### src/rtl/spi_reg_pkg.sv
package spi_reg_pkg;

  typedef enum logic [2:0] {
    ST_ADDR,
    ST_PTR,
    ST_WDATA,
    ST_RDATA,
    ST_SKIP
  } phase_e;

  // strobes from control to datapath, valid for one system clock
  typedef struct packed {
    logic shiftIn;
    logic loadPtr;
    logic writeByte;
    logic bumpPtr;
    logic loadTx;
    logic shiftTx;
    logic enableOut;
    logic clearOut;
    logic readPhase;
  } dpStrobe_t;

endpackage

### src/rtl/spi_reg_sync.sv
module spi_reg_sync #(
  parameter int STAGES = 2
) (
  input  logic clk,
  input  logic rstN,
  input  logic csNIn,
  input  logic sclkIn,
  input  logic mosiIn,
  output logic csHigh,
  output logic sclkRise,
  output logic sclkFall,
  output logic mosiBit
);

  logic [STAGES-1:0] csPipe;
  logic [STAGES-1:0] sclkPipe;
  logic [STAGES-1:0] mosiPipe;
  logic              sclkLast;

  always_ff @(posedge clk or negedge rstN) begin
    if (!rstN) begin
      csPipe   <= '1;
      sclkPipe <= '0;
      mosiPipe <= '0;
      sclkLast <= 1'b0;
    end else begin
      csPipe   <= {csPipe[STAGES-2:0], csNIn};
      sclkPipe <= {sclkPipe[STAGES-2:0], sclkIn};
      mosiPipe <= {mosiPipe[STAGES-2:0], mosiIn};
      sclkLast <= sclkPipe[STAGES-1];
    end
  end

  assign csHigh   = csPipe[STAGES-1];
  assign mosiBit  = mosiPipe[STAGES-1];
  assign sclkRise = sclkPipe[STAGES-1] & ~sclkLast;
  assign sclkFall = ~sclkPipe[STAGES-1] & sclkLast;

endmodule

### src/rtl/spi_reg_ctrl.sv
module spi_reg_ctrl
  import spi_reg_pkg::*;
#(
  parameter int                DATA_W   = 8,
  parameter int                ADDR_W   = DATA_W - 1,
  parameter logic [ADDR_W-1:0] CHIP_ID  = 7'b0010000,
  parameter logic [ADDR_W-1:0] RO_FIRST = 7'h70
) (
  input  logic              clk,
  input  logic              rstN,
  input  logic              csHigh,
  input  logic              sclkRise,
  input  logic              sclkFall,
  input  logic [DATA_W-1:0] rxNext,
  input  logic [ADDR_W-1:0] ptrAddr,
  output dpStrobe_t         st
);

  localparam int BIT_W = $clog2(DATA_W);
  localparam logic [BIT_W-1:0] LAST_BIT = BIT_W'(DATA_W - 1);

  phase_e          phase;
  logic [BIT_W-1:0] bitCnt;
  logic            reloadPend;
  logic            byteEnd;
  logic            idMatch;
  logic            rwBit;

  assign byteEnd = (bitCnt == LAST_BIT);
  assign idMatch = (rxNext[DATA_W-1:1] == CHIP_ID);
  assign rwBit   = rxNext[0];

  always_comb begin
    st = '0;
    st.readPhase = (phase == ST_RDATA);
    if (csHigh) begin
      st.clearOut = 1'b1;
    end else begin
      if (sclkRise && phase != ST_SKIP && phase != ST_RDATA) st.shiftIn = 1'b1;
      if (sclkRise && byteEnd) begin
        unique case (phase)
          ST_PTR:   st.loadPtr = 1'b1;
          ST_WDATA: begin
            st.writeByte = (ptrAddr < RO_FIRST);
            st.bumpPtr   = 1'b1;
          end
          ST_RDATA: st.bumpPtr = 1'b1;
          default:  ;
        endcase
      end
      if (sclkFall && phase == ST_RDATA) begin
        st.shiftTx   = 1'b1;
        st.enableOut = 1'b1;
      end
      st.loadTx = reloadPend;
    end
  end

  always_ff @(posedge clk or negedge rstN) begin
    if (!rstN) begin
      phase      <= ST_ADDR;
      bitCnt     <= '0;
      reloadPend <= 1'b0;
    end else if (csHigh) begin
      phase      <= ST_ADDR;
      bitCnt     <= '0;
      reloadPend <= 1'b0;
    end else begin
      if (st.loadTx) reloadPend <= 1'b0;
      if (sclkRise && phase != ST_SKIP) begin
        bitCnt <= byteEnd ? '0 : bitCnt + 1'b1;
        if (byteEnd) begin
          unique case (phase)
            ST_ADDR: begin
              if (!idMatch) phase <= ST_SKIP;
              else if (rwBit) begin
                phase      <= ST_RDATA;
                reloadPend <= 1'b1;
              end else phase <= ST_PTR;
            end
            ST_PTR:   phase <= ST_WDATA;
            ST_RDATA: reloadPend <= 1'b1;
            default:  ;
          endcase
        end
      end
    end
  end

  // select rising always lands in a clean address phase
  p_abort_r11: assert property (@(posedge clk) disable iff (!rstN)
    csHigh |=> (phase == ST_ADDR && bitCnt == '0));

endmodule

### src/rtl/spi_reg_dpath.sv
module spi_reg_dpath
  import spi_reg_pkg::*;
#(
  parameter int DATA_W = 8,
  parameter int ADDR_W = DATA_W - 1
) (
  input  logic              clk,
  input  logic              rstN,
  input  dpStrobe_t         st,
  input  logic              mosiBit,
  input  logic [DATA_W-1:0] regRdata,
  output logic [DATA_W-1:0] rxNext,
  output logic [ADDR_W-1:0] ptrAddr,
  output logic              regWe,
  output logic [ADDR_W-1:0] regAddr,
  output logic [DATA_W-1:0] regWdata,
  output logic              misoData,
  output logic              misoEn
);

  logic [DATA_W-1:0] shReg;
  logic [DATA_W-1:0] txReg;
  logic              ptrInc;
  logic              misoQ;
  logic              oeQ;

  assign rxNext = {shReg[DATA_W-2:0], mosiBit};

  always_ff @(posedge clk or negedge rstN) begin
    if (!rstN) begin
      shReg   <= '0;
      txReg   <= '0;
      ptrAddr <= '0;
      ptrInc  <= 1'b0;
      misoQ   <= 1'b0;
      oeQ     <= 1'b0;
    end else begin
      if (st.shiftIn) shReg <= rxNext;

      if (st.loadPtr) begin
        ptrAddr <= rxNext[ADDR_W-1:0];
        ptrInc  <= rxNext[DATA_W-1];
      end else if (st.bumpPtr && ptrInc) begin
        ptrAddr <= ptrAddr + 1'b1;
      end

      if (st.loadTx) begin
        txReg <= regRdata;
      end else if (st.shiftTx) begin
        txReg <= {txReg[DATA_W-2:0], 1'b0};
        misoQ <= txReg[DATA_W-1];
      end

      if (st.clearOut) begin
        oeQ   <= 1'b0;
        misoQ <= 1'b0;
      end else if (st.enableOut) begin
        oeQ <= 1'b1;
      end
    end
  end

  assign regWe    = st.writeByte;
  assign regAddr  = ptrAddr;
  assign regWdata = rxNext;
  assign misoData = misoQ;
  assign misoEn   = oeQ;

  // the pad is driven only while the control is in its read phase
  p_oe_read_r8: assert property (@(posedge clk) disable iff (!rstN)
    misoEn |-> st.readPhase);

  // each completed data byte gives a single-cycle strobe
  p_we_pulse_r3: assert property (@(posedge clk) disable iff (!rstN)
    regWe |=> !regWe);

endmodule

### src/rtl/spi_reg_slave.sv
module spi_reg_slave
  import spi_reg_pkg::*;
#(
  parameter int                 DATA_W   = 8,
  parameter int                 SYNC_LEN = 2,
  parameter logic [DATA_W-2:0]  CHIP_ID  = 7'b0010000,
  parameter logic [DATA_W-2:0]  RO_FIRST = 7'h70
) (
  input  logic              clk,
  input  logic              rstN,
  input  logic              csN,
  input  logic              sclk,
  input  logic              mosi,
  output logic              misoData,
  output logic              misoEn,
  output logic              regWe,
  output logic [DATA_W-2:0] regAddr,
  output logic [DATA_W-1:0] regWdata,
  input  logic [DATA_W-1:0] regRdata
);

  localparam int ADDR_W = DATA_W - 1;

  logic              csHigh;
  logic              sclkRise;
  logic              sclkFall;
  logic              mosiBit;
  logic [DATA_W-1:0] rxNext;
  logic [ADDR_W-1:0] ptrAddr;
  dpStrobe_t         st;

  spi_reg_sync #(.STAGES(SYNC_LEN)) u_sync (
    .clk(clk), .rstN(rstN), .csNIn(csN), .sclkIn(sclk), .mosiIn(mosi),
    .csHigh(csHigh), .sclkRise(sclkRise), .sclkFall(sclkFall), .mosiBit(mosiBit)
  );

  spi_reg_ctrl #(
    .DATA_W(DATA_W), .ADDR_W(ADDR_W), .CHIP_ID(CHIP_ID), .RO_FIRST(RO_FIRST)
  ) u_ctrl (
    .clk(clk), .rstN(rstN), .csHigh(csHigh), .sclkRise(sclkRise),
    .sclkFall(sclkFall), .rxNext(rxNext), .ptrAddr(ptrAddr), .st(st)
  );

  spi_reg_dpath #(.DATA_W(DATA_W), .ADDR_W(ADDR_W)) u_dpath (
    .clk(clk), .rstN(rstN), .st(st), .mosiBit(mosiBit), .regRdata(regRdata),
    .rxNext(rxNext), .ptrAddr(ptrAddr), .regWe(regWe), .regAddr(regAddr),
    .regWdata(regWdata), .misoData(misoData), .misoEn(misoEn)
  );

  // no strobe ever reaches the read-only range
  p_ro_guard_r9: assert property (@(posedge clk) disable iff (!rstN)
    regWe |-> (regAddr < RO_FIRST));

  // writing and driving read data never coincide
  p_write_quiet_r4: assert property (@(posedge clk) disable iff (!rstN)
    regWe |-> !misoEn);

endmodule

### config.mk
export PLATFORM = sky130hd
export DESIGN_NAME = spi_reg_slave
export DESIGN_NICKNAME = d
export VERILOG_FILES = /design/src/rtl/spi_reg_pkg.sv /design/src/rtl/spi_reg_sync.sv /design/src/rtl/spi_reg_ctrl.sv /design/src/rtl/spi_reg_dpath.sv /design/src/rtl/spi_reg_slave.sv
export SDC_FILE = /design/constraint.sdc
export NUM_CORES = 1
export LEC_CHECK = 0
export BUFFER_PORTS_ARGS = -buffer_cell sky130_fd_sc_hd__buf_4
export CORE_ASPECT_RATIO = 0.8
export CORE_MARGIN = 4
export CORE_UTILIZATION = 25
export CTS_CLUSTER_SIZE = 24
export DETAILED_ROUTE_END_ITERATION = 7
export GPL_ROUTABILITY_DRIVEN = 0
export PLACE_DENSITY_LB_ADDON = 0.25
export SETUP_SLACK_MARGIN = 0.1
export SKIP_LAST_GASP = 1
export SLEW_MARGIN = 5
export SYNTH_ARGS = -nofsm -noshare
export SYNTH_HDL_FRONTEND = slang
export SYNTH_SLANG_ARGS = --single-unit
### constraint.sdc
create_clock -name clk -period 1.9 [get_ports clk]
set_input_delay 0.095 -clock clk [delete_from_list [all_inputs] [get_ports clk]]
set_output_delay 0.095 -clock clk [all_outputs]
set_load 0.05 [all_outputs]
# --- After elaboration in Yosys (flattened, before gate mapping) ---
# Cells that the tools add are included.
classes:
  n_addsub: 2
  magnitude_cmp: 1
  eq_ne: 8
  muxes: 33
  bitwise_logic: 4
  n_reduce_logical: 16
ops:
  columns: ["operator", "count"]
  rows:
  - ["3-bit two-way mux", 8]
  - ["7-bit two-way mux", 3]
  - ["1-bit two-way mux", 16]
  - ["8-bit two-way mux", 2]
  - ["2-bit nonzero test", 6]
  - ["7-bit by 1-bit adder with 7-bit output, second input constant", 1]
  - ["7-bit by 5-bit equality test with 1-bit output, second input constant", 1]
  - ["7-bit < comparator, second input constant", 1]
  - ["3-bit by 2-bit equality test with 1-bit output, second input constant", 2]
  - ["3-bit one-hot mux with 2 select lines", 1]
  - ["1-bit logical AND", 5]
  - ["2-bit two-way mux", 2]
  - ["3-bit by 1-bit adder with 3-bit output, second input constant", 1]
  - ["3-bit by 1-bit equality test with 1-bit output, second input constant", 1]
  - ["3-bit equality test, second input constant", 1]
  - ["3-bit zero test", 1]
  - ["3-bit by 2-bit inequality test with 1-bit output, second input constant", 1]
  - ["3-bit inequality test, second input constant", 1]
  - ["3-bit AND reduction", 1]
  - ["3-bit nonzero test", 1]
  - ["1-bit AND", 2]
  - ["2-bit inequality test, second input constant", 1]
  - ["1-bit inverter", 2]
  - ["1-bit one-hot mux with 2 select lines", 1]
  - ["other kinds (2)", 2]
totals:
  ff_bits: 39
  in_bits: 13
  output_inout_bits: 18
  wordCells: 77

# --- Longest topological paths before layout ---
# Gate-level depths: netlist (run 1).
depth:
  word_depth: 13
  ltp_mapped: 7
  mapped_depth_nobuf: 6

# --- By module ---
# A second synthesis (run 1) with hierarchy kept.
hier_totals:
  cells_unflattened: 182
  area_unflattened_um2: 1993.2
by_module_without_submodules:
  columns: ["module", "n_inst", "cells_per_inst", "area_per_inst_um2", "seq_area_each_um2"]
  rows:
  - ["spi_reg_dpath", 1, 120, 1258.7, 625.6]
  - ["spi_reg_ctrl", 1, 53, 541.8, 175.2]
  - ["spi_reg_sync", 1, 9, 192.7, 177.7]

# --- Worst setup path after synthesis (run 1) ---
# No wires, ideal clock.
synth_path:
  path_type: "register to output"
  startpoint: "reg u_ctrl.bitCnt[0]"
  endpoint: "out regWe"
  arrival_time_ns: 2.804
  required_time_ns: 1.805
  path_slack_ns: -0.999
  stages_incl_launch_ff: 6
  path_buffers: 0
  path_cell_list: "dfrtp_1 -> ha_1 -> ha_1 -> nand3b_2 -> or3_1 -> nor4b_1"
synth_via:
  elab_chain_cells: 4
synth_rtl:
  columns: ["item", "line_no", "source"]
  rows:
  - ["start, declared", "spi_reg_ctrl.sv:23", "logic [BIT_W-1:0] bitCnt;"]
  - ["start signal, assigned", "spi_reg_ctrl.sv:71", "bitCnt <= byteEnd ? '0 : bitCnt + 1'b1;"]
  - ["3-bit equality test", "spi_reg_ctrl.sv:29", "assign byteEnd = (bitCnt == LAST_BIT);"]
  - ["1-bit logical AND", "spi_reg_ctrl.sv:40", "if (sclkRise && byteEnd) begin"]
  - ["3-bit two-way mux", "spi_reg_ctrl.sv:40", null]
  - ["7-bit two-way mux", "spi_reg_ctrl.sv:36", "if (csHigh) begin"]
  - ["end, declared", "spi_reg_slave.sv:16", "output logic regWe,"]
# No other way between the ends.

# --- Worst setup path in the final report (run 1) ---
# Same ends and word-level chain as after synthesis.

==> results.md, run 1 <==
* Final ANT Viol Nets at 0
* Site row count at 27
* Avg Inst Size Synth at 12.3 µm²
* Total CTS buffers at 5
* N_diodes at 0
* Top-area cell type share of the netlist area at 49.4%
* Most common cell after layout, fill and taps aside: buf_4
* FF/Latch Area at 978 µm²
* Core Region at 0.00709 mm²
* CP Capture Point: regWe
* Max-slew violation count at 0
* Final setup margin at -0.0908 ns
* Die Span Y at 85.4 µm
* Ys Warns at 0
* CP Capture Type: primary output
* Initial antenna violation count at 0
* Die W at 105 µm
* Final WL at 3.91 mm
* Starting Density at 26.4%
* Die Area at 0.00895 mm²
* Most frequent cells in the layout: buf_4 (38), dfrtp_1 (37), mux2_2 (26)
* Net Sw Frac at 33.2%
* Final Critical Period at 1.99 ns
* Vias in the first global route at 1352
* Flop2flop setup slack at -0.01 ns
* Dpl cells at 269
* Overall Global Routing Usage at 9.44%
* Final Util at 34.6%
* # DRC at 0
* Setup crit start: u_ctrl.bitCnt[0]
* Part of the power in registers at 46.3%
* Register area share after synthesis at 52.2%
* R2R Path End: u_dpath.ptrAddr[0]
* Post-Syn Area at 0.00187 mm²
* Reg2reg start: u_ctrl.bitCnt[0]
* Total of max-cap violations at 0
* First-pass GRT wire length at 6.69 mm
* TritonCTS clock tree: yes
* Crit path DAT at 1.90 ns
* Yosys cell types at 40
* CP Launch Type: flip-flop
* Area Growth Syn to Fin at 31.1%
* Synthesized flop and latch total at 39
* Worst rel slew slack at 66.4%
* Failing checks: setup timing
* Pre-antenna DRT Iters at 4
* Layout Cells excl Fill at 286
* Logic pwr share at 21.4%
* Clk root buf: clkbuf_8
* Tcrit/Tclk final at 105%
* Leading area contributor after synthesis: dfrtp_1
* Vias at 1305
* Final setup viols at 2
* Post-Synthesis Net Count at 168
* Async SR Flop Fraction at 100%
* H-tree level count at 2
* Area of the multi-input gates at 853 µm²
* Clock Latency Late Sink at 0.30 ns
* Clock power share at 32.2%
* Nets at 214
* Final Hold Fails at 0
* Vias per cell at 4.56
* Worst Hold Class: primary input to flip-flop
* Main synth FF type: dfrtp_1
* Number of synthesized flops with an enable pin at 0
* Clock sink count at 39
* DR WL/cell at 13.7 µm
* Top achievable clock speed at 502 MHz
* Placement Cell Area at 0.00222 mm²
* Pwr/cell area at 893 mW/mm²
* Overall Power at 2.19 mW
* Setup TNS at -0.0991 ns
* Share of cells above drive strength 1 at 46.7%
* Filler instances at 714
* Peak supply drop at 0.429 mV
* Pin count of the biggest net entering global routing at 40
* Net switching power at 727 µW
* Worst-margin pin slew at 0.504 ns
* Clk_skew at 0.00771 ns
* Leak pwr at 1.12 nW
* CP Max Fanout at 6
* Critical path class: flip-flop to primary output
* First DRT Iteration DRCs at 57
* Design Area, Final at 0.00246 mm²
* Status: finished with violations
* Io pins at 31
* Cell internal pwr at 1.47 mW
* Clk slew on worst S/H paths at 0.08 ns
* GR Overflow Total at 0
* Top cells by area, synth: dfrtp_1 (49%), mux2_2 (16%), dfstp_2 (2.8%)
* DP Worst Slack at 0.0423 ns
* Req. time, crit path at 1.80 ns
* Worst r2r path cells at 8
* Post-DP HPWL at 2.66 mm
* WHS at 0.135 ns
* Synth Instances at 152
* RSZ-0062 raised after global routing: true
* Maximum clock path buffer count at 2
* IO Port Bufs at 30
[worst max-delay path: stages, from the launching register on]
cell      delay [ns]
dfrtp_1         0.36
ha_2            0.20
ha_4            0.15
nand3b_4        0.10
or3_4           0.38
nor4b_4         0.23
buf_6           0.19
[state kept, by name (all words and copies together), names as in the netlist]
| name | flops |
|---|---|
| u_ctrl.bitCnt | 3 |
| u_dpath.txReg | 8 |
| u_dpath.misoEn | 1 |
| u_sync.mosiPipe | 2 |
| u_ctrl.phase | 3 |
| u_sync.sclkPipe | 2 |
| u_sync.sclkLast | 1 |
| u_sync.csPipe | 2 |
| u_ctrl.reloadPend | 1 |
| u_dpath.ptrInc | 1 |
| u_dpath.ptrAddr | 7 |
| u_dpath.shReg | 7 |
| u_dpath.misoData | 1 |
[power groups by stage]
stage | clock [mW] | sequential (mW) | combinational, mW
after floorplan | 0 | 1.21 | 0.104
after global placement | 0 | 1.03 | 0.464
after detailed placement | 0 | 1.04 | 0.466
after CTS | 0.740 | 1.02 | 0.478
after global routing | 0.771 | 1.03 | 0.497
final | 0.707 | 1.02 | 0.470
[cells by family after synthesis]
family / Yosys count / synth area share (%)
AND/OR/NAND/NOR: 42 / 15.2
flip-flops: 39 / 52.2
multiplexers: 29 / 17.2
AO/OA/AOI/OAI: 24 / 8.75
buffers and inverters: 15 / 4.54
adder cells (fa/ha/maj): 3 / 2.00
[routing by layer]
layer,up-vias,GRT usage [%],wire length (µm)
met5,-,0,0
met4,0,4.65,77
met3,6,3.12,107
met2,16,14.1,1720
met1,647,12.3,2000
li1,636,-,-
[worst min path at each step]
| stage | startpoint | end | cells after the start |
|---|---|---|---|
| 2_1_floorplan | rstN | u_ctrl.bitCnt[0] | 0 |
| 3_3_place_gp | rstN | u_dpath.txReg[4] | 1 |
| 3_5_place_dp | rstN | u_dpath.txReg[4] | 1 |
| 4_1_cts | regRdata[1] | u_dpath.txReg[1] | 4 |
| 5_1_grt | regRdata[1] | u_dpath.txReg[1] | 4 |
| 6_report | regRdata[1] | u_dpath.txReg[1] | 4 |
[synthesized netlist by cell type, types with 2 or more instances]
cell type / instances
buf_2: 2
mux2i_1: 3
nand2_1: 4
and3_1: 3
nor2_1: 10
ha_1: 3
dfstp_2: 2
o21ai_0: 7
nor3_1: 3
nand2b_1: 3
nor2b_1: 2
a32oi_1: 5
buf_4: 3
a21oi_1: 6
nand3b_1: 2
or2b_1: 2
mux2_2: 26
dfrtp_1: 37
inv_1: 7
buf_6: 2
[final cells by class]
type | instances | share of cell area (%)
clock inverters | 3 | 1.78
repair buffers | 47 | 15.3
flip-flops and latches | 39 | 39.8
clock buffers | 5 | 2.80
inverters | 7 | 1.07
well taps | 87 | 4.43
multi-input cells | 98 | 34.7
[what timing repair did]
| action | CTS | global route |
|---|---|---|
| endpoints found under the hold margin | 41 | 0 |
| resized for setup | 6 | 4 |
| gates cloned | 0 | 1 |
| hold buffers | 5 | 0 |
| setup endpoints to repair | 2 | 7 |
| setup buffers | 1 | 2 |
| pin swaps | 0 | 1 |
No activity file was read; power rests on OpenSTA's default activity.
==> inputs of run 2 (changes only) <==
ABC_AREA = 1   (was default)
GPL_ROUTABILITY_DRIVEN = 1   (was 0)
==> results.md, run 2 <==
* Worst Hold Class: primary input to flip-flop
* Post-Syn Area at 0.00198 mm² (+5.5%)
* Register area share after synthesis at 49.5% (-2.7 points)
* CP Capture Type: primary output
* CP Launch Type: flip-flop
* Initial antenna violation count at 0 (unchanged)
* Top flop regs: u_dpath.txReg x8, u_dpath.ptrAddr x7, u_dpath.shReg x7
* # DRC at 0 (unchanged)
* Final Util at 33.4% (-1.2 points)
* Share of cells above drive strength 1 at 24.1% (-23 points)
* First DRT Iteration DRCs at 85 (+49%)
* Setup TNS at 0 ns (+0.0991 ns)
* Worst Hold Depth at 3 (-1)
* Io pins at 31 (unchanged)
* Cell family with most CP delay: simple AND/OR/NAND/NOR gates
* Leak pwr at 1.25 nW (+12%)
* Critical path depth at 7 (+1)
* Number of synthesized flops with an enable pin at 0 (unchanged)
* Global placer's final weighted congestion at 0.835
* Worst rel slew slack at 66.0% (-0.46 points)
* Main synth FF type: dfrtp_1
* Most common cell after layout, fill and taps aside: nand2_1
* Status: finished clean
* Worst r2r path cells at 10 (+2)
* DR WL/cell at 11.3 µm (-18%)
* Die Area at 0.00940 mm² (+5.0%)
* Worst-margin pin slew at 0.510 ns (+0.00692 ns)
* Vias in the first global route at 1567 (+16%)
* Synth Instances at 245 (+61%)
* Site row count at 28 (+3.7%)
* Clock Latency Late Sink at 0.29 ns (about the same)
* Peak supply drop at 0.440 mV (+2.5%)
* Pre-antenna DRT Iters at 4 (unchanged)
* Die Span Y at 87.5 µm (+2.4%)
* Top achievable clock speed at 583 MHz (+16%)
* Area Growth Syn to Fin at 27.4%
* Critical path class: flip-flop to primary output
* Async SR Flop Fraction at 100% (unchanged)
* Clk slew on worst S/H paths at 0.08 ns (about the same)
* Avg Inst Size Synth at 8.06 µm² (-35%)
* Total CTS buffers at 5 (unchanged)
* Tcrit/Tclk final at 90.3% (-14 points)
* Vias per cell at 4.08 (-11%)
* Core Region at 0.00753 mm² (+6.2%)
* Clock sink count at 39 (unchanged)
* Crit path DAT at 1.62 ns (-0.28 ns)
* Post-synth top cells: nand2_1 (97), dfrtp_1 (37), nand3_1 (32), inv_1 (23), nor2_1 (13)
* Nets at 301 (+41%)
* Final Hold Fails at 0 (unchanged)
* GR Overflow Total at 0 (unchanged)
* Ys Warns at 0 (unchanged)
* Final setup viols at 0 (-2)
* Req. time, crit path at 1.80 ns (about the same)
* Top cells by area, synth: dfrtp_1 (47%), nand2_1 (18%), nand3_1 (8.1%)
* Post-Synthesis Net Count at 261 (+55%)
* H-tree level count at 2 (unchanged)
* Slowest CP cell: dfrtp_1
* Critical path's largest stage delay at 0.38 ns (about the same)
* RSZ-0062 raised after global routing: true
* Clk_skew at 0.00388 ns (-0.00383 ns)
* Yosys cell types at 27 (-33%)
* Die W at 107 µm (+2.5%)
* Overall Global Routing Usage at 9.98% (+0.54 points)
* Max-slew violation count at 0 (unchanged)
* WHS at 0.0166 ns (-0.118 ns)
* Crit path cell chain: ha_2 -> ha_4 -> nand2_2 -> nor2_4 -> nand2_2 -> nor2_4 -> buf_6
* Pwr/cell area at 935 mW/mm² (+4.7%)
* CP Max Fanout at 3 (-3)
* Top-area cell type share of the netlist area at 46.9% (-2.6 points)
* Post-DP HPWL at 3.09 mm (+16%)
* Most frequent cells in the layout: nand2_1 (95), dfrtp_1 (37), buf_4 (32)
* Clk root buf: clkbuf_8
* Final WL at 4.40 mm (+13%)
* Top-count cell post-synth: nand2_1
* Maximum clock path buffer count at 2 (unchanged)
* Starting Density at 26.2% (-0.17 points)
* Filler instances at 809 (+13%)
* Crit path buf inv count at 1 (unchanged)
* Vias at 1594 (+22%)
* First-pass GRT wire length at 7.48 mm (+12%)
* IO Port Bufs at 30 (unchanged)
* Synthesized flop and latch total at 39 (unchanged)
* Max FFs per register at 8 (unchanged)
* Pin count of the biggest net entering global routing at 40 (unchanged)
* Final ANT Viol Nets at 0 (unchanged)
* TritonCTS clock tree: yes
* N_diodes at 0 (unchanged)
* Leading area contributor after synthesis: dfrtp_1
* Final Critical Period at 1.72 ns (-0.275 ns)
* Total of max-cap violations at 0 (unchanged)
* Largest register by flop count: u_dpath.txReg
run 2: report_power, final:
part	switching (mW)	internal (mW)
Sequential	0.123	0.917
Combinational	0.407	0.193
Clock	0.289	0.425
run 2: timing repair:
item | CTS | global route
resized for setup | 0 | 9
endpoints found under the setup margin | 0 | 4
hold endpoints to repair | 40 | 0
setup buffers | 0 | 2
hold buffers | 4 | 0
run 2: worst paths after layout:
kind                                       start            endpoint  slack (ns)
min in group asynchronous                   rstN  u_dpath.ptrAddr[5]        0.32
worst max register to register  u_ctrl.bitCnt[0]  u_dpath.ptrAddr[1]        0.19
worst max-delay path            u_ctrl.bitCnt[0]               regWe        0.18
max in group asynchronous                   rstN    u_sync.csPipe[1]        1.21
worst min-delay path                 regRdata[0]    u_dpath.txReg[0]        0.02
worst min register to register  u_sync.csPipe[0]    u_sync.csPipe[1]        0.36
run 2: worst min-delay path, stage by stage:
cell,delay (ns)
buf_4,0.08
nand2_1,0.04
nand2_1,0.06
run 2: cell families after synthesis:
logic type	after synthesis	share of synthesized area [%]
DFF	39	49.5
and+or+nand+nor	154	34.2
xor gates and xnor gates	3	1.33
buffers and inverters	30	7.35
adders and majority gates	3	1.90
AOI/OAI and AO/OA	16	5.70
run 2: final cells by class:
type | count | area [µm²] | area share (%)
Sequential cell | 39 | 978 | 38.9
Tap cell | 105 | 131 | 5.22
Clock inverter | 2 | 35.0 | 1.39
Multi-Input combinational cell | 176 | 885 | 35.1
Inverter | 25 | 93.8 | 3.73
Timing Repair Buffer | 38 | 312 | 12.4
Clock buffer | 6 | 82.6 | 3.28
run 2: layer usage:
layer,global-route usage [%],vias up,part of all wire (%)
met5,0,-,0
met4,2.41,0,0.66
met3,2.59,4,4.9
met2,14.4,32,41
met1,14.9,712,53
li1,-,846,-
run 2: metrics by stage:
step	worst slack (ns)	total power, mW	instances	instance area, µm²
floorplan	0.239	1.44	245	1980
global placement	0.269	1.65	377	2300
detailed placement	0.202	1.66	377	2300
CTS	0.138	2.39	389	2450
global route	0.0810	2.50	391	2520
finish	0.184	2.35	391	2520
==> inputs of run 3 (changes only) <==
SYNTH_HIERARCHICAL = 1   (was default)
==> results.md, run 3 <==
* Starting Density at 26.5% (+0.27 points)
* Worst rel slew slack at 67.2% (+1.3 points)
* Worst r2r path cells at 11 (+1)
* Clk root buf: clkbuf_8
* Site row count at 28 (unchanged)
* Top-area cell type share of the netlist area at 46.0% (-0.90 points)
* Top-count cell post-synth: nand2_1
* CP Capture Type: primary output
* Critical path class: flip-flop to primary output
* Overall Global Routing Usage at 9.83% (-0.14 points)
* Vias in the first global route at 1447 (-7.7%)
* Yosys cell types at 30 (+11%)
* Nets at 291 (-3.3%)
* Worst-margin pin slew at 0.491 ns (-0.0190 ns)
* Setup crit start: u_ctrl/bitCnt[1]
* Final ANT Viol Nets at 0 (unchanged)
* Largest register by flop count: u_dpath/txReg
* Synth Instances at 245 (unchanged)
* Flop2flop setup slack at 0.21 ns (+0.02 ns)
* GR Overflow Total at 0 (unchanged)
* Final setup viols at 0 (unchanged)
* Pre-antenna DRT Iters at 4 (unchanged)
* Global placer's final weighted congestion at 0.806 (-3.5%)
* Maximum clock path buffer count at 2 (unchanged)
* Leading area contributor after synthesis: dfrtp_1
* Crit path DAT at 1.66 ns (+0.04 ns)
* Top cells by area, synth: dfrtp_1 (46%), nand2_1 (12%), buf_4 (7.1%)
* Clk slew on worst S/H paths at 0.08 ns (about the same)
* Reg2reg start: u_ctrl/bitCnt[1]
* Most common cell after layout, fill and taps aside: nand2_1
* Post-Synthesis Net Count at 261 (unchanged)
* Initial antenna violation count at 0 (unchanged)
* Top flop regs: u_dpath/txReg x8, u_dpath/ptrAddr x7, u_dpath/shReg x7
* Req. time, crit path at 1.80 ns (about the same)
* Ys Warns at 6 (+6)
* Leak pwr at 1.18 nW (-5.7%)
* First-pass GRT wire length at 7.34 mm (-1.8%)
* Worst path most repeated cell: nor3_4
* # DRC at 0 (unchanged)
* RSZ-0062 raised after global routing: true
* Filler instances at 805 (-0.49%)
* Clock sink count at 39 (unchanged)
* Cell family with most CP delay: simple AND/OR/NAND/NOR gates
* CP Max Fanout at 4 (+1)
* Final WL at 4.38 mm (-0.57%)
* Avg Inst Size Synth at 8.22 µm² (+2.0%)
* Register area share after synthesis at 48.6% (-0.95 points)
* Setup TNS at 0 ns (unchanged)
* DR WL/cell at 11.5 µm (+2.0%)
* Final Critical Period at 1.76 ns (+0.0418 ns)
* Main synth FF type: dfrtp_1
* Dpl cells at 363 (-3.7%)
* CP Launch Type: flip-flop
* Max-slew violation count at 0 (unchanged)
* Pin count of the biggest net entering global routing at 40 (unchanged)
* Synthesized flop and latch total at 39 (unchanged)
* Status: finished clean
* Post-synth top cells: nand2_1 (65), dfrtp_1 (37), nand3_1 (27), inv_1 (25), buf_4 (19)
* Core Region at 0.00760 mm² (+0.93%)
* Slowest CP cell: dfrtp_1
* Crit path buf inv count at 2 (+1)
* Total of max-cap violations at 0 (unchanged)
* Async SR Flop Fraction at 100% (unchanged)
* Final Hold Fails at 0 (unchanged)
* Critical path depth at 7 (unchanged)
* Crit path cell chain: ha_2 -> ha_4 -> inv_4 -> nor3_4 -> nand3_2 -> nor3_4 -> buf_6
* Top achievable clock speed at 569 MHz (-2.4%)
* Clock Latency Late Sink at 0.29 ns (about the same)
* Die W at 108 µm (+0.90%)
* Tcrit/Tclk final at 92.5% (+2.2 points)
* Number of synthesized flops with an enable pin at 0 (unchanged)
* Total CTS buffers at 5 (unchanged)
* Design Area, Final at 0.00251 mm² (about the same)
* Peak supply drop at 0.388 mV (-12%)
* Max FFs per register at 8 (unchanged)
* Critical path's largest stage delay at 0.36 ns (-0.02 ns)
* TritonCTS clock tree: yes
* Post-Syn Area at 0.00201 mm² (+2.0%)
* Pwr/cell area at 882 mW/mm² (-5.7%)
* Most frequent cells in the layout: nand2_1 (65), buf_4 (39), dfrtp_1 (37)
* N_diodes at 0 (unchanged)
* Die Area at 0.00957 mm² (+1.8%)
* Share of cells above drive strength 1 at 28.6% (+4.5 points)
* Io pins at 31 (unchanged)
* Worst Hold Class: primary input to flip-flop
* CP Capture Point: regWe
* H-tree level count at 2 (unchanged)
* Placement Cell Area at 0.00225 mm² (-1.8%)
* IO Port Bufs at 30 (unchanged)
* Area Growth Syn to Fin at 24.8%
* Clk_skew at 0.0118 ns (+0.00793 ns)
* First DRT Iteration DRCs at 99 (+16%)
* Die Span Y at 88.3 µm (+0.89%)
* Post-DP HPWL at 3.13 mm (+1.4%)
* R2R Path End: u_dpath/ptrAddr[2]
* Vias at 1565 (-1.8%)
* Vias per cell at 4.11 (+0.76%)
* Layout Cells excl Fill at 381 (-2.6%)
[run 3: cell types whose count changed in the layout (fill, tap and decap cells not counted), sizes merged, moves of 3 or more]
cell / previous run / this run
buf: 34 / 40
inv: 25 / 32
nor3: 1 / 6
o211ai: 0 / 3
nand2: 102 / 67
nor2: 15 / 22
o21ai: 12 / 9
nand3: 35 / 29
[run 3: layout make-up]
| cell class | count | area [µm²] | share of cell area [%] |
|---|---|---|---|
| Clock buffer | 5 | 68.8 | 2.74 |
| Clock inverter | 3 | 43.8 | 1.74 |
| Inverter | 33 | 126 | 5.02 |
| Multi-Input combinational cell | 152 | 822 | 32.7 |
| Sequential cell | 39 | 978 | 38.9 |
| Tap cell | 105 | 131 | 5.22 |
| Timing Repair Buffer | 44 | 344 | 13.7 |
[run 3: tightest hold or removal path: stages]
cell,delay [ns]
buf_4,0.07
nand2_1,0.04
nand3_1,0.07
[run 3: logic make-up (layout without fill, tap and decap cells)]
group / count (synthesis) / count (layout) / synth area share, %
AO/OA/AOI/OAI: 21 / 21 / 7.02
AND/OR/NAND/NOR: 128 / 128 / 28.8
buffers and inverters: 54 / 85 / 13.7
adder cells (fa/ha/maj): 3 / 3 / 1.86
flip-flops: 39 / 39 / 48.6
[run 3: what timing repair did]
item | in CTS | in global routing
hold buffers | 4 | 0
setup endpoints to repair | 1 | 10
buffers inserted | 2 | 4
pin swaps | 5 | 3
hold endpoints to repair | 40 | 0
resized for setup | 10 | 4
[run 3: worst min-delay path by stage]
stage / start / endpoint / depth (start not counted)
2_1_floorplan: rstN / u_ctrl/bitCnt[0] / 0
3_3_place_gp: rstN / u_dpath/shReg[3] / 1
3_5_place_dp: rstN / u_dpath/ptrAddr[1] / 1
4_1_cts: regRdata[4] / u_dpath/txReg[4] / 3
5_1_grt: regRdata[4] / u_dpath/txReg[4] / 3
6_report: regRdata[4] / u_dpath/txReg[4] / 3
[run 3: per-stage QoR]
step | power, mW | setup WS (ns) | hold slack [ns] | utilization, %
final | 2.22 | 0.142 | 0.0221 | 33.1
after global routing | 2.35 | 0.0430 | 0.0198 | 33.1
after CTS | 2.26 | 0.0911 | 0.0105 | 32.5
after detailed placement | 1.54 | 0.147 | 0.105 | 29.7
after global placement | 1.54 | 0.158 | 0.112 | 29.7
after floorplan | 1.42 | 0.177 | -0.201 | -
[run 3: metal layers]
metal	part of all wire [%]	vias up	GRT usage, %	wire length [µm]
li1	-	818	-	-
met1	53	715	15.4	2330
met2	41	27	12.8	1780
met3	5.0	5	2.84	219
met4	1.2	0	2.98	54
met5	0	-	0	0
[run 3: power by group]
group          leakage [nW]  switching [mW]  internal (mW)  total, mW
clock network        0.0581           0.297          0.391      0.687
logic                 0.645           0.369          0.162      0.531
registers             0.479          0.0965          0.902      0.999
total                  1.18           0.762           1.46       2.22
